`config.mk`:
```
export PLATFORM = sky130hd
export DESIGN_NAME = irq_route_sel
export DESIGN_NICKNAME = d
export VERILOG_FILES = /design/src/rtl/irq_route_pkg.sv /design/src/rtl/irq_level_enables.sv /design/src/rtl/irq_route_classifier.sv /design/src/rtl/irq_lowest_picker.sv /design/src/rtl/irq_route_sel.sv
export SDC_FILE = /design/constraint.sdc
export NUM_CORES = 1
export LEC_CHECK = 0
export BUFFER_PORTS_ARGS = -buffer_cell sky130_fd_sc_hd__buf_2
export CORE_AREA = 2 2 106 108
export CTS_CLUSTER_DIAMETER = 80
export DETAILED_ROUTE_END_ITERATION = 8
export DIE_AREA = 0 0 108 110
export PLACE_DENSITY_LB_ADDON = 0.15
export SLEW_MARGIN = 20
export SYNTH_ARGS = -nofsm -noshare
export SYNTH_HDL_FRONTEND = slang
export SYNTH_HIERARCHICAL = 1
export SYNTH_SLANG_ARGS = --single-unit
```
`constraint.sdc`:
```
create_clock -name clk -period 5.65 [get_ports clk]
set_input_delay 0.2825 -clock clk [delete_from_list [all_inputs] [get_ports clk]]
set_output_delay 0.2825 -clock clk [all_outputs]
set_load 0.1 [all_outputs]
```
`src/rtl/irq_route_pkg.sv`:
```
package irq_route_pkg;

  localparam logic [1:0] PRIV_USER  = 2'd0;
  localparam logic [1:0] PRIV_SUPER = 2'd1;
  localparam logic [1:0] PRIV_MACH  = 2'd3;

  typedef enum logic [1:0] {
    TGT_M  = 2'd0,
    TGT_HS = 2'd1,
    TGT_VS = 2'd2
  } tgt_e;

  typedef struct packed {
    logic m;
    logic hs;
    logic vs;
  } lvl_en_t;

endpackage

```
`src/rtl/irq_level_enables.sv`:
```
module irq_level_enables
  import irq_route_pkg::*;
(
  input  logic [1:0] priv_i,
  input  logic       virt_i,
  input  logic       mgie_i,
  input  logic       sgie_i,
  output lvl_en_t    lvl_en_o
);

  logic m_on;
  logic s_on;

  always_comb begin
    m_on = (priv_i < PRIV_MACH) || ((priv_i == PRIV_MACH) && mgie_i);
    s_on = (priv_i < PRIV_SUPER) || ((priv_i == PRIV_SUPER) && sgie_i);
    lvl_en_o.m  = m_on;
    lvl_en_o.hs = virt_i | s_on;
    lvl_en_o.vs = virt_i & s_on;
  end

endmodule

```
`src/rtl/irq_route_classifier.sv`:
```
module irq_route_classifier
  import irq_route_pkg::*;
#(
  parameter int W = 64
) (
  input  logic [W-1:0] pend_i,
  input  logic [W-1:0] en_i,
  input  logic [W-1:0] mdeleg_i,
  input  logic [W-1:0] hdeleg_i,
  input  lvl_en_t      lvl_en_i,
  output logic [W-1:0] cls_m_o,
  output logic [W-1:0] cls_hs_o,
  output logic [W-1:0] elig_o
);

  genvar g;
  generate
    for (g = 0; g < W; g++) begin : g_bit
      logic cand;
      logic to_m;
      logic to_hs;
      logic to_vs;
      assign cand  = pend_i[g] & en_i[g];
      assign to_m  = ~mdeleg_i[g];
      assign to_hs = mdeleg_i[g] & ~hdeleg_i[g];
      assign to_vs = mdeleg_i[g] & hdeleg_i[g];
      assign cls_m_o[g]  = to_m;
      assign cls_hs_o[g] = to_hs;
      assign elig_o[g]   = cand & ((to_m  & lvl_en_i.m)  |
                                   (to_hs & lvl_en_i.hs) |
                                   (to_vs & lvl_en_i.vs));
    end
  endgenerate

endmodule

```
`src/rtl/irq_lowest_picker.sv`:
```
module irq_lowest_picker #(
  parameter int W    = 64,
  parameter int IDXW = (W > 1) ? $clog2(W) : 1
) (
  input  logic [W-1:0]    vec_i,
  output logic            found_o,
  output logic [IDXW-1:0] idx_o
);

  always_comb begin
    found_o = 1'b0;
    idx_o   = '0;
    for (int i = W - 1; i >= 0; i--) begin
      if (vec_i[i]) begin
        found_o = 1'b1;
        idx_o   = IDXW'(i);
      end
    end
  end

endmodule

```
`src/rtl/irq_route_sel.sv`:
```
module irq_route_sel
  import irq_route_pkg::*;
#(
  parameter int W    = 64,
  parameter int IDXW = (W > 1) ? $clog2(W) : 1
) (
  input  logic            clk,
  input  logic            rst,
  input  logic [1:0]      priv_i,
  input  logic            virt_i,
  input  logic            mgie_i,
  input  logic            sgie_i,
  input  logic [W-1:0]    pend_i,
  input  logic [W-1:0]    en_i,
  input  logic [W-1:0]    mdeleg_i,
  input  logic [W-1:0]    hdeleg_i,
  output logic            irq_valid_o,
  output logic [IDXW-1:0] irq_cause_o,
  output logic [1:0]      irq_tgt_o
);

  lvl_en_t         lvl_en;
  logic [W-1:0]    cls_m;
  logic [W-1:0]    cls_hs;
  logic [W-1:0]    elig;
  logic            found;
  logic [IDXW-1:0] pick;
  tgt_e            tgt_d;

  irq_level_enables u_en (
    .priv_i   (priv_i),
    .virt_i   (virt_i),
    .mgie_i   (mgie_i),
    .sgie_i   (sgie_i),
    .lvl_en_o (lvl_en)
  );

  irq_route_classifier #(.W(W)) u_cls (
    .pend_i   (pend_i),
    .en_i     (en_i),
    .mdeleg_i (mdeleg_i),
    .hdeleg_i (hdeleg_i),
    .lvl_en_i (lvl_en),
    .cls_m_o  (cls_m),
    .cls_hs_o (cls_hs),
    .elig_o   (elig)
  );

  irq_lowest_picker #(.W(W), .IDXW(IDXW)) u_pick (
    .vec_i   (elig),
    .found_o (found),
    .idx_o   (pick)
  );

  always_comb begin
    if (!found)            tgt_d = TGT_M;
    else if (cls_m[pick])  tgt_d = TGT_M;
    else if (cls_hs[pick]) tgt_d = TGT_HS;
    else                   tgt_d = TGT_VS;
  end

  always_ff @(posedge clk) begin
    if (rst) begin
      irq_valid_o <= 1'b0;
      irq_cause_o <= '0;
      irq_tgt_o   <= TGT_M;
    end else begin
      irq_valid_o <= found;
      irq_cause_o <= found ? pick : '0;
      irq_tgt_o   <= tgt_d;
    end
  end

endmodule

```
==> results by stage, run 1 <==
STA:
- Measured against its own limit, the worst slew margin works out to 0.3594.
- For the pin with the worst max-slew slack, the measured transition is 958.9 ps.
- In the finished design, the share of the clock period the worst path needs comes to 0.8396.
- The max-slew violation total from the final report was 0.
- The minimum period implied by the final worst setup slack is 4744 ps.
- Setup violations remaining at the end of the flow were counted as 0.
- The number of hold violations in the final report came to 0.
- The summed negative setup slack over all endpoints is 0 ps.
- Derived from the worst setup path, the maximum achievable clock frequency is 0.2108 GHz.
- Setup repair after global routing left no endpoint under its margin.
- The worst setup slack after layout is 906.1 ps.

Clocking:
- Counting every sink on the clock net gives 9.
- The root buffer cell chosen for the clock tree is sky130_fd_sc_hd__clkbuf_8.
- The CTS tree is yes.
- The maximum level of the CTS H-tree is 1.
- The clock-pin slew on the worst setup and hold paths is roughly 50 ps.
- The total CTS buffers is 3.
- The number of hold-repair buffers added at the cts stage is 0.
- The deepest clock path buffer count is 2.
- Buffers added to address setup during post-CTS repair amount to 0.
- The number of gates resized after cts is 0.

Synth:
- The post-synthesis net count is 1010.
- The most common cell in the synthesized netlist is sky130_fd_sc_hd__buf_4.
- The fraction of registers with async set/reset is 0.
- Among all flip-flop cells after synthesis, the most frequent one is sky130_fd_sc_hd__dfxtp_1.
- The number of synthesized flops with an enable pin is 0.
- The number of synthesized register bits is 9.
- For this run, the number of Yosys warnings is 6.
- The cell area after synthesis is 0.005438 mm2.
- The leading area contributor after synthesis is sky130_fd_sc_hd__buf_4.
- The mean post-synth cell area is roughly 7.3 um2.
- The count of cell types in the netlist is 58.
- The count of mapped cells out of synthesis is 747.
- Yosys attributes the largest share of cell area to sky130_fd_sc_hd__buf_4 (20%), sky130_fd_sc_hd__mux2i_1 (19%), sky130_fd_sc_hd__o211ai_1 (7.7%).
- The commonest cells after synthesis are sky130_fd_sc_hd__buf_4 (143), sky130_fd_sc_hd__mux2i_1 (104), sky130_fd_sc_hd__nor2_1 (96).
- The area fraction of the dominant cell type after synthesis is 0.1974.
- The sequential fraction of the synthesis area is 0.03313.

GRT:
- The number of antenna violations at the first check in global routing was 0.
- The largest net degree at the start of global routing is 36.
- The first global-routing pass estimated ~27000 um of wire.
- Across every metal layer, demand over resource in global routing totals 0.2807.
- After global routing the overflow that remains totals 0.
- The via count of the first global-routing pass is between 5000 and 6000.

Setup path:
- The cell that appears most often on the critical path is sky130_fd_sc_hd__buf_4.
- The worst setup path is launched from a primary input.
- On the worst path, the slowest cell contributes a delay of ~810 ps.
- The signal on the critical path passes through buf_2 -> nor2b_4 -> o21bai_4 -> buf_4 -> buf_4 -> mux2i_1 -> a21oi_1 -> nor2_1 -> o211ai_1 -> o21ai_0 -> a21oi_2 -> buf_4 -> nor2b_1 -> a22oi_1 -> a21oi_1 -> o41ai_4 -> a211oi_2.
- The critical setup path kind is in -> reg.
- The kind of cell with the highest combined delay on the critical path is compound AO/OA/AOI/OAI gates.
- The data required time of the critical path is between 5000 and 6000 ps.
- The endpoint type of the worst setup path is a register.
- Counting both buffers and inverters, the worst setup path holds a total of 4.
- The endpoint arrival time on the critical path is between 4000 and 5000 ps.
- Along the worst path, the maximum fanout reaches 35.
- The slowest stage of the critical path is the sky130_fd_sc_hd__nor2b_1 cell.

Power and ir drop:
- The internal power contribution is 413.1 uW.
- Of the total power, registers draw 0.087.
- The analysis attributes to net switching a power of 427.3 uW.
- The proportion of total power due to net switching is 0.5085.
- Of the total power, the clock network draws 0.088.
- The combinational fraction of design power is 0.825.
- The worst ir drop on vdd is 0.0001027 V.
- Power spread over the standard cell area amounts to 143.4 mW/mm2.
- The static leakage is just over 3 nW.

Detailed routing:
- For this run, the detailed router's first-pass iteration total came to 5.
- The total number of vias is 5782.
- The wire length after detailed routing is 17500 um.
- In this run the remaining antenna-violating nets after routing total 0.
- The number of DRC markers in iteration 0 is 430.
- The per-cell routed wire length is 17.33 um.
- Using the TritonRoute via totals, the vias-per-cell ratio works out to 5.725.
- The total DRC errors in the routed layout is 0.

Floorplanning:
- The horizontal die dimension is ~110 um.
- The die is 110 um tall.
- The total area inside the core boundary comes to 0.01070 mm2.
- The floorplan die area is 0.01188 mm2.
- The starting density of the core is 0.5083.
- The boundary pin count is about 270.
- The placement row count is 38.

Cells and area:
- 0 antenna diodes ended up in the layout.
- Compared with the post-synthesis result, the final layout area differs by 7.777%.
- The total non-filler cell area in the finished layout is 0.005861 mm2.
- Of the cells placed in the final design, the portion with a size suffix greater than 1 is 0.3644.
- The net total in the final layout is 1134.

Hold path:
- The worst hold-check path type is in -> reg.

Status:
- The flow ran to the end, and the final reports show no timing, DRC or antenna violations.

Placed design:
- The port buffer count is 271.
- OpenSTA, run right after detailed placement, puts the worst setup slack at 741.3 ps.
- The placed instances occupy a cell area of slightly below 0.006 mm2.
- The HPWL after detailed placement is 14990 um.
- The congestion estimate from routability-driven global placement came to about 0.97.

Job:
- Across the run, the number of max-cap violations was 0.
[state kept, by name, indices dropped and copies added, names as in the netlist]
signal	flops
irq_valid_o	1
irq_cause_o	6
irq_tgt_o	2
[layout make-up]
class / count / area, um2
Clock buffer: 4 / 45.04
Fill cell: 1103 / 4837
Inverter: 77 / 289.0
Multi-Input combinational cell: 499 / 3727
Sequential cell: 9 / 180.2
Tap cell: 140 / 175.2
Timing Repair Buffer: 281 / 1444
[worst paths after layout]
path | start | endpoint | slack (ps) | cells past startpoint
max | priv_i[0] | irq_tgt_o[1] | 910 | 17
min | rst | irq_valid_o | 330 | 2
[layer usage]
layer	share of wire	vias to the layer above	GRT usage
li1	-	2828	-
met2	0.50	279	0.5252
met5	0	-	0
met3	0.073	26	0.03292
met1	0.42	2649	0.3508
met4	0.013	0	0.04579
[power by group through the flow]
stage / clock [mW] / sequential [mW] / combinational, mW
2_1_floorplan: 0 / 0.124 / 0.496
3_3_place_gp: 0 / 0.0743 / 0.669
3_5_place_dp: 0 / 0.0740 / 0.685
4_1_cts: 0.0745 / 0.0729 / 0.687
5_1_grt: 0.0792 / 0.0734 / 0.747
6_report: 0.0741 / 0.0729 / 0.693
[per-stage QoR]
stage | utilization | total power [mW] | hold slack (ps) | cells
global route | 0.5478 | 0.8993 | 348.4 | 1010
CTS | 0.5478 | 0.8347 | 325.7 | 1010
detailed placement | 0.5436 | 0.7591 | 566.7 | 1006
floorplan | - | 0.6199 | 404.3 | 747
finish | 0.5478 | 0.8404 | 334.5 | 1010
global placement | 0.5436 | 0.7434 | 559.3 | 1006
[cell usage in the layout, fill, tap and decap left out, drive strengths merged, types with 2 or more instances in the layout]
master   instances
or4              4
inv             77
and4             2
buf            281
o221ai           2
nor2            97
and3             3
o211ai          66
o21ai           12
a2111oi          2
and2             7
o311ai           2
o31ai            2
nor2b            9
a311oi           2
nand4            2
clkbuf           4
nand2b           2
a21oi           83
nand2           13
mux4            15
a31oi            3
dfxtp            9
mux2i          104
o41ai            2
o21bai           2
a21boi           3
a22oi           16
nand3            4
nor3            11
nor4            15
[kinds of logic after synthesis]
| family | Yosys count | share of synthesized area |
|---|---|---|
| buf+inv | 239 | 0.2860 |
| compound gates | 207 | 0.2671 |
| simple gates | 172 | 0.1519 |
| mux | 120 | 0.2619 |
| flops | 9 | 0.03313 |
Power figures use the tool's default switching activity.
==> inputs of run 2 (changes only) <==
--- a/config.mk
+++ b/config.mk
@@ -6,10 +6,9 @@
 export NUM_CORES = 1
 export LEC_CHECK = 0
 export BUFFER_PORTS_ARGS = -buffer_cell sky130_fd_sc_hd__buf_2
-export CORE_AREA = 2 2 106 108
+export CORE_UTILIZATION = 48
 export CTS_CLUSTER_DIAMETER = 80
 export DETAILED_ROUTE_END_ITERATION = 8
-export DIE_AREA = 0 0 108 110
 export PLACE_DENSITY_LB_ADDON = 0.15
 export SLEW_MARGIN = 20
 export SYNTH_ARGS = -nofsm -noshare
==> constraint.sdc (replaced) <==
create_clock -name clk -period 4.8 [get_ports clk]
set_input_delay 0.24 -clock clk [delete_from_list [all_inputs] [get_ports clk]]
set_output_delay 0.24 -clock clk [all_outputs]
set_load 0.1 [all_outputs]
==> run 2 against run 1 <==
Net effect: global-route usage up 1.2 points; power up 28%; clock power up 110%; first-iteration DRC count down 4.0%; die area down 1.0%; non-clock buffer count up 5; critical path depth up 2; final cell count up 0.50%; core utilization down 0.31 points; count of clock-buffer cells in the layout unchanged.
==> results by stage, run 2 (synthesis results as in run 1) <==
Clocking:
- The maximum level of the CTS H-tree is 1 (unchanged).
- The total CTS buffers is 3 (unchanged).
- The number of hold-repair buffers added at the cts stage is 0 (unchanged).
- The number of gates resized after cts came to 0 (unchanged).
- The CTS tree was yes (unchanged).
- The deepest clock path buffer count is 2 (unchanged).
- The CTS root buffer was sky130_fd_sc_hd__clkbuf_16 (was sky130_fd_sc_hd__clkbuf_8).
- The number of setup buffers added after CTS came to 0 (unchanged).
- The clock-pin slew on the worst setup and hold paths came to 40 ps (was 50 ps).
- The TritonCTS sink count came to 9 (unchanged).

Setup path:
- The endpoint arrival time on the critical path is 4470 ps (was 4900 ps).
- List of cells traversed by the critical path: buf_2 -> nor2b_4 -> nor3b_4 -> buf_4 -> buf_4 -> mux2i_1 -> a21oi_1 -> inv_1 -> a21oi_1 -> nor2_1 -> nor4_1 -> nand4_1 -> o211ai_1 -> buf_4 -> mux4_1 -> mux2i_1 -> o221ai_1 -> and4_1 -> o2bb2a_4 (was buf_2 -> nor2b_4 -> o21bai_4 -> buf_4 -> buf_4 -> mux2i_1 -> a21oi_1 -> nor2_1 -> o211ai_1 -> o21ai_0 -> a21oi_2 -> buf_4 -> nor2b_1 -> a22oi_1 -> a21oi_1 -> o41ai_4 -> a211oi_2).
- The number of gates on the worst path with buffers counted is 19 (was 17).
- The number of buffer and inverter stages on the critical path is 5 (was 4).
- The endpoint type of the worst setup path is a register (unchanged).
- The critical setup path kind is in -> reg (unchanged).
- The library cell contributing the largest single delay on the critical path is sky130_fd_sc_hd__mux4_1 (was sky130_fd_sc_hd__nor2b_1).
- The data required time of the critical path came to 4940 ps (was 5800 ps).
- The kind of cell with the highest combined delay on the critical path is compound AO/OA/AOI/OAI gates (unchanged).
- The top fanout value on the critical path is 25 (was 35).
- The kind of launch point of the worst setup path is a primary input (unchanged).
- The highest cell delay on the worst timing path is 580 ps (was 810 ps).
- The cell with the most instances on the worst path is sky130_fd_sc_hd__buf_4 (unchanged).

Floorplanning:
- The floorplan die area is 0.01176 mm2 (was 0.01188 mm2).
- The placement row count was 38 (unchanged).
- The horizontal die dimension is 108.4 um (was 108 um).
- The die boundary height is 108.4 um (was 110 um).
- The area of the core came to 0.01094 mm2 (was 0.01070 mm2).
- The starting density of the core is 0.4973 (was 0.5083).
- The boundary pin count is 272 (unchanged).

Detailed routing:
- The number of DRC markers in iteration 0 came to 413 (was 430).
- The total DRC errors in the routed layout was 0 (unchanged).
- The per-cell routed wire length is 17.48 um (was 17.33 um).
- The via density per instance is 5.708 (was 5.725).
- The wire length after detailed routing came to 17750 um (was 17500 um).
- The total number of vias is 5794 (was 5782).
- The count of nets left with antenna violations after detail routing is 0 (unchanged).
- The number of iterations in the first detailed-routing pass is 5 (unchanged).

Placed design:
- The half-perimeter wire length of the detailed placement result is 15240 um (was 14990 um).
- The placed instance count is 1011 (was 1006).
- The port buffer count is 271 (unchanged).
- The final RePlAce weighted congestion came to 0.9193 (was 0.9656).

Cells and area:
- The register with the most flip-flops is irq_cause_o (unchanged).
- The filler cell count is 1096 (was 1103).
- The fraction of layout cells with a size suffix above 1 is 0.3680 (was 0.3644).
- The post-route non-filler standard cell count came to 1015 (was 1010).
- The net total in the final layout is 1139 (was 1134).
- The storage element area is 180.2 um2 (unchanged).
- The total area of multi-input combinational cells is 0.003727 mm2 (unchanged).
- The number of flip-flops in the largest register is 6 (unchanged).
- The synthesis-to-layout area growth came to 9.549% (was 7.777%).
- The most common cell after layout, fill and taps aside was sky130_fd_sc_hd__buf_2 (unchanged).
- The number of antenna diodes is 0 (unchanged).
- Most frequent cells in the layout: sky130_fd_sc_hd__buf_2 (271), sky130_fd_sc_hd__mux2i_1 (104), sky130_fd_sc_hd__nor2_1 (96), sky130_fd_sc_hd__a21oi_1 (82), sky130_fd_sc_hd__inv_1 (77) (unchanged).
- Registers with the most flip-flops: irq_cause_o (6), irq_tgt_o (2), irq_valid_o (1) (unchanged).

STA:
- Static timing analysis puts the maximum clock frequency at roughly 0.23 GHz.
- The number of hold violations in the final report came to 0 (unchanged).
- The share of the clock period used by the worst path after layout is 0.9037.
- The summed negative setup slack over all endpoints is 0 ps (unchanged).
- The worst slew margin relative to its limit was 0.4664 (was 0.3594).
- The number of setup violations in the final report came to 0 (unchanged).
- The minimum period implied by the final worst setup slack is roughly 4300 ps.
- The max-slew violation total from the final report is 0 (unchanged).
- The measured slew at the worst slew-check pin is 797.5 ps (was 958.9 ps).
- Setup repair after global routing missed its margin: no (unchanged).

GRT:
- The number of antenna violations at the first check in global routing came to 0 (unchanged).
- The via count of the first global-routing pass came to 5586 (was 5726).
- The global-route wire length before repair is 27100 um (unchanged).
- The aggregate global-route resource usage is 0.2927 (was 0.2807).
- The largest net degree at the start of global routing was 65 (was 36).
- The total congestion overflow after global routing is 0 (unchanged).

Power and ir drop:
- The clock power share is 0.143 (was 0.088).
- The internal power contribution is 555.7 uW (was 413.1 uW).
- The combinational fraction of design power was 0.777 (was 0.825).
- The static leakage is 3.108 nW (was 3.054 nW).
- The proportion of total power due to net switching came to 0.4843 (was 0.5085).
- The sequential power share came to 0.080 (was 0.087).
- The worst ir drop on vdd is 0.0001860 V (was 0.0001027 V).
- The power dissipated by switching net loads was 522.0 uW (was 427.3 uW).
- The power density over the cells is 180.9 mW/mm2 (was 143.4 mW/mm2).

Job:
- The reported max-cap violation count is 0 (unchanged).

Hold path:
- The end point of the most critical hold path was irq_valid_o (unchanged).
- The worst hold-check path type is in -> reg (unchanged).
- The depth of the worst hold-timing path is 2 (unchanged).
- The origin of the worst min-delay path is rst (unchanged).

Status:
- Result of the run: finished, final reports clean (unchanged).
## run 2: changes by cell type in the layout (fill, tap and decap cells not counted), sizes merged
cell / delta
buf: +5
## run 2: per-stage QoR
step / util / setup slack (ps) / cell area (um2) / total power, mW / hold slack, ps
after floorplan: - / 1058 / 5438 / 0.7297 / 361.8
after CTS: 0.5447 / 456.0 / 5957 / 1.076 / 292.0
after global routing: 0.5447 / 152.3 / 5957 / 1.143 / 319.4
after detailed placement: 0.5375 / 208.4 / 5878 / 0.9189 / 543.0
after global placement: 0.5375 / 260.5 / 5878 / 0.9118 / 544.9
final: 0.5447 / 462.1 / 5957 / 1.078 / 309.1
## run 2: power groups by stage
stage          logic, mW  clock network [mW]  registers [mW]
2_1_floorplan      0.584                   0           0.146
3_3_place_gp       0.824                   0          0.0878
3_5_place_dp       0.831                   0          0.0875
4_1_cts            0.835               0.155          0.0862
5_1_grt            0.898               0.158          0.0868
6_report           0.838               0.154          0.0863
## run 2: worst max-delay path by stage
stage | startpoint | endpoint | slack, ps
after CTS | priv_i[0] | irq_tgt_o[0] | 460
after global routing | priv_i[0] | irq_tgt_o[0] | 150
final | priv_i[0] | irq_tgt_o[0] | 460
after floorplan | priv_i[0] | irq_tgt_o[0] | 1060
after detailed placement | priv_i[0] | irq_tgt_o[0] | 210
after global placement | priv_i[0] | irq_tgt_o[0] | 260
## run 2: area by class of cell
class                      count  area share
multi-input combinational    499      0.6257
sequential                     9     0.03025
timing repair buffer         286      0.2529
tap                          140     0.02941
clock buffer                   4     0.01323
inverter                      77     0.04852
## run 2: per-layer routing
layer	GRT usage	share of wire	up-vias	wire (um)
met5	0	0	-	0
met4	0.05116	0.011	0	201
met3	0.02471	0.070	19	1250
met2	0.5380	0.49	254	8772
met1	0.3717	0.42	2682	7521
li1	-	-	2839	-
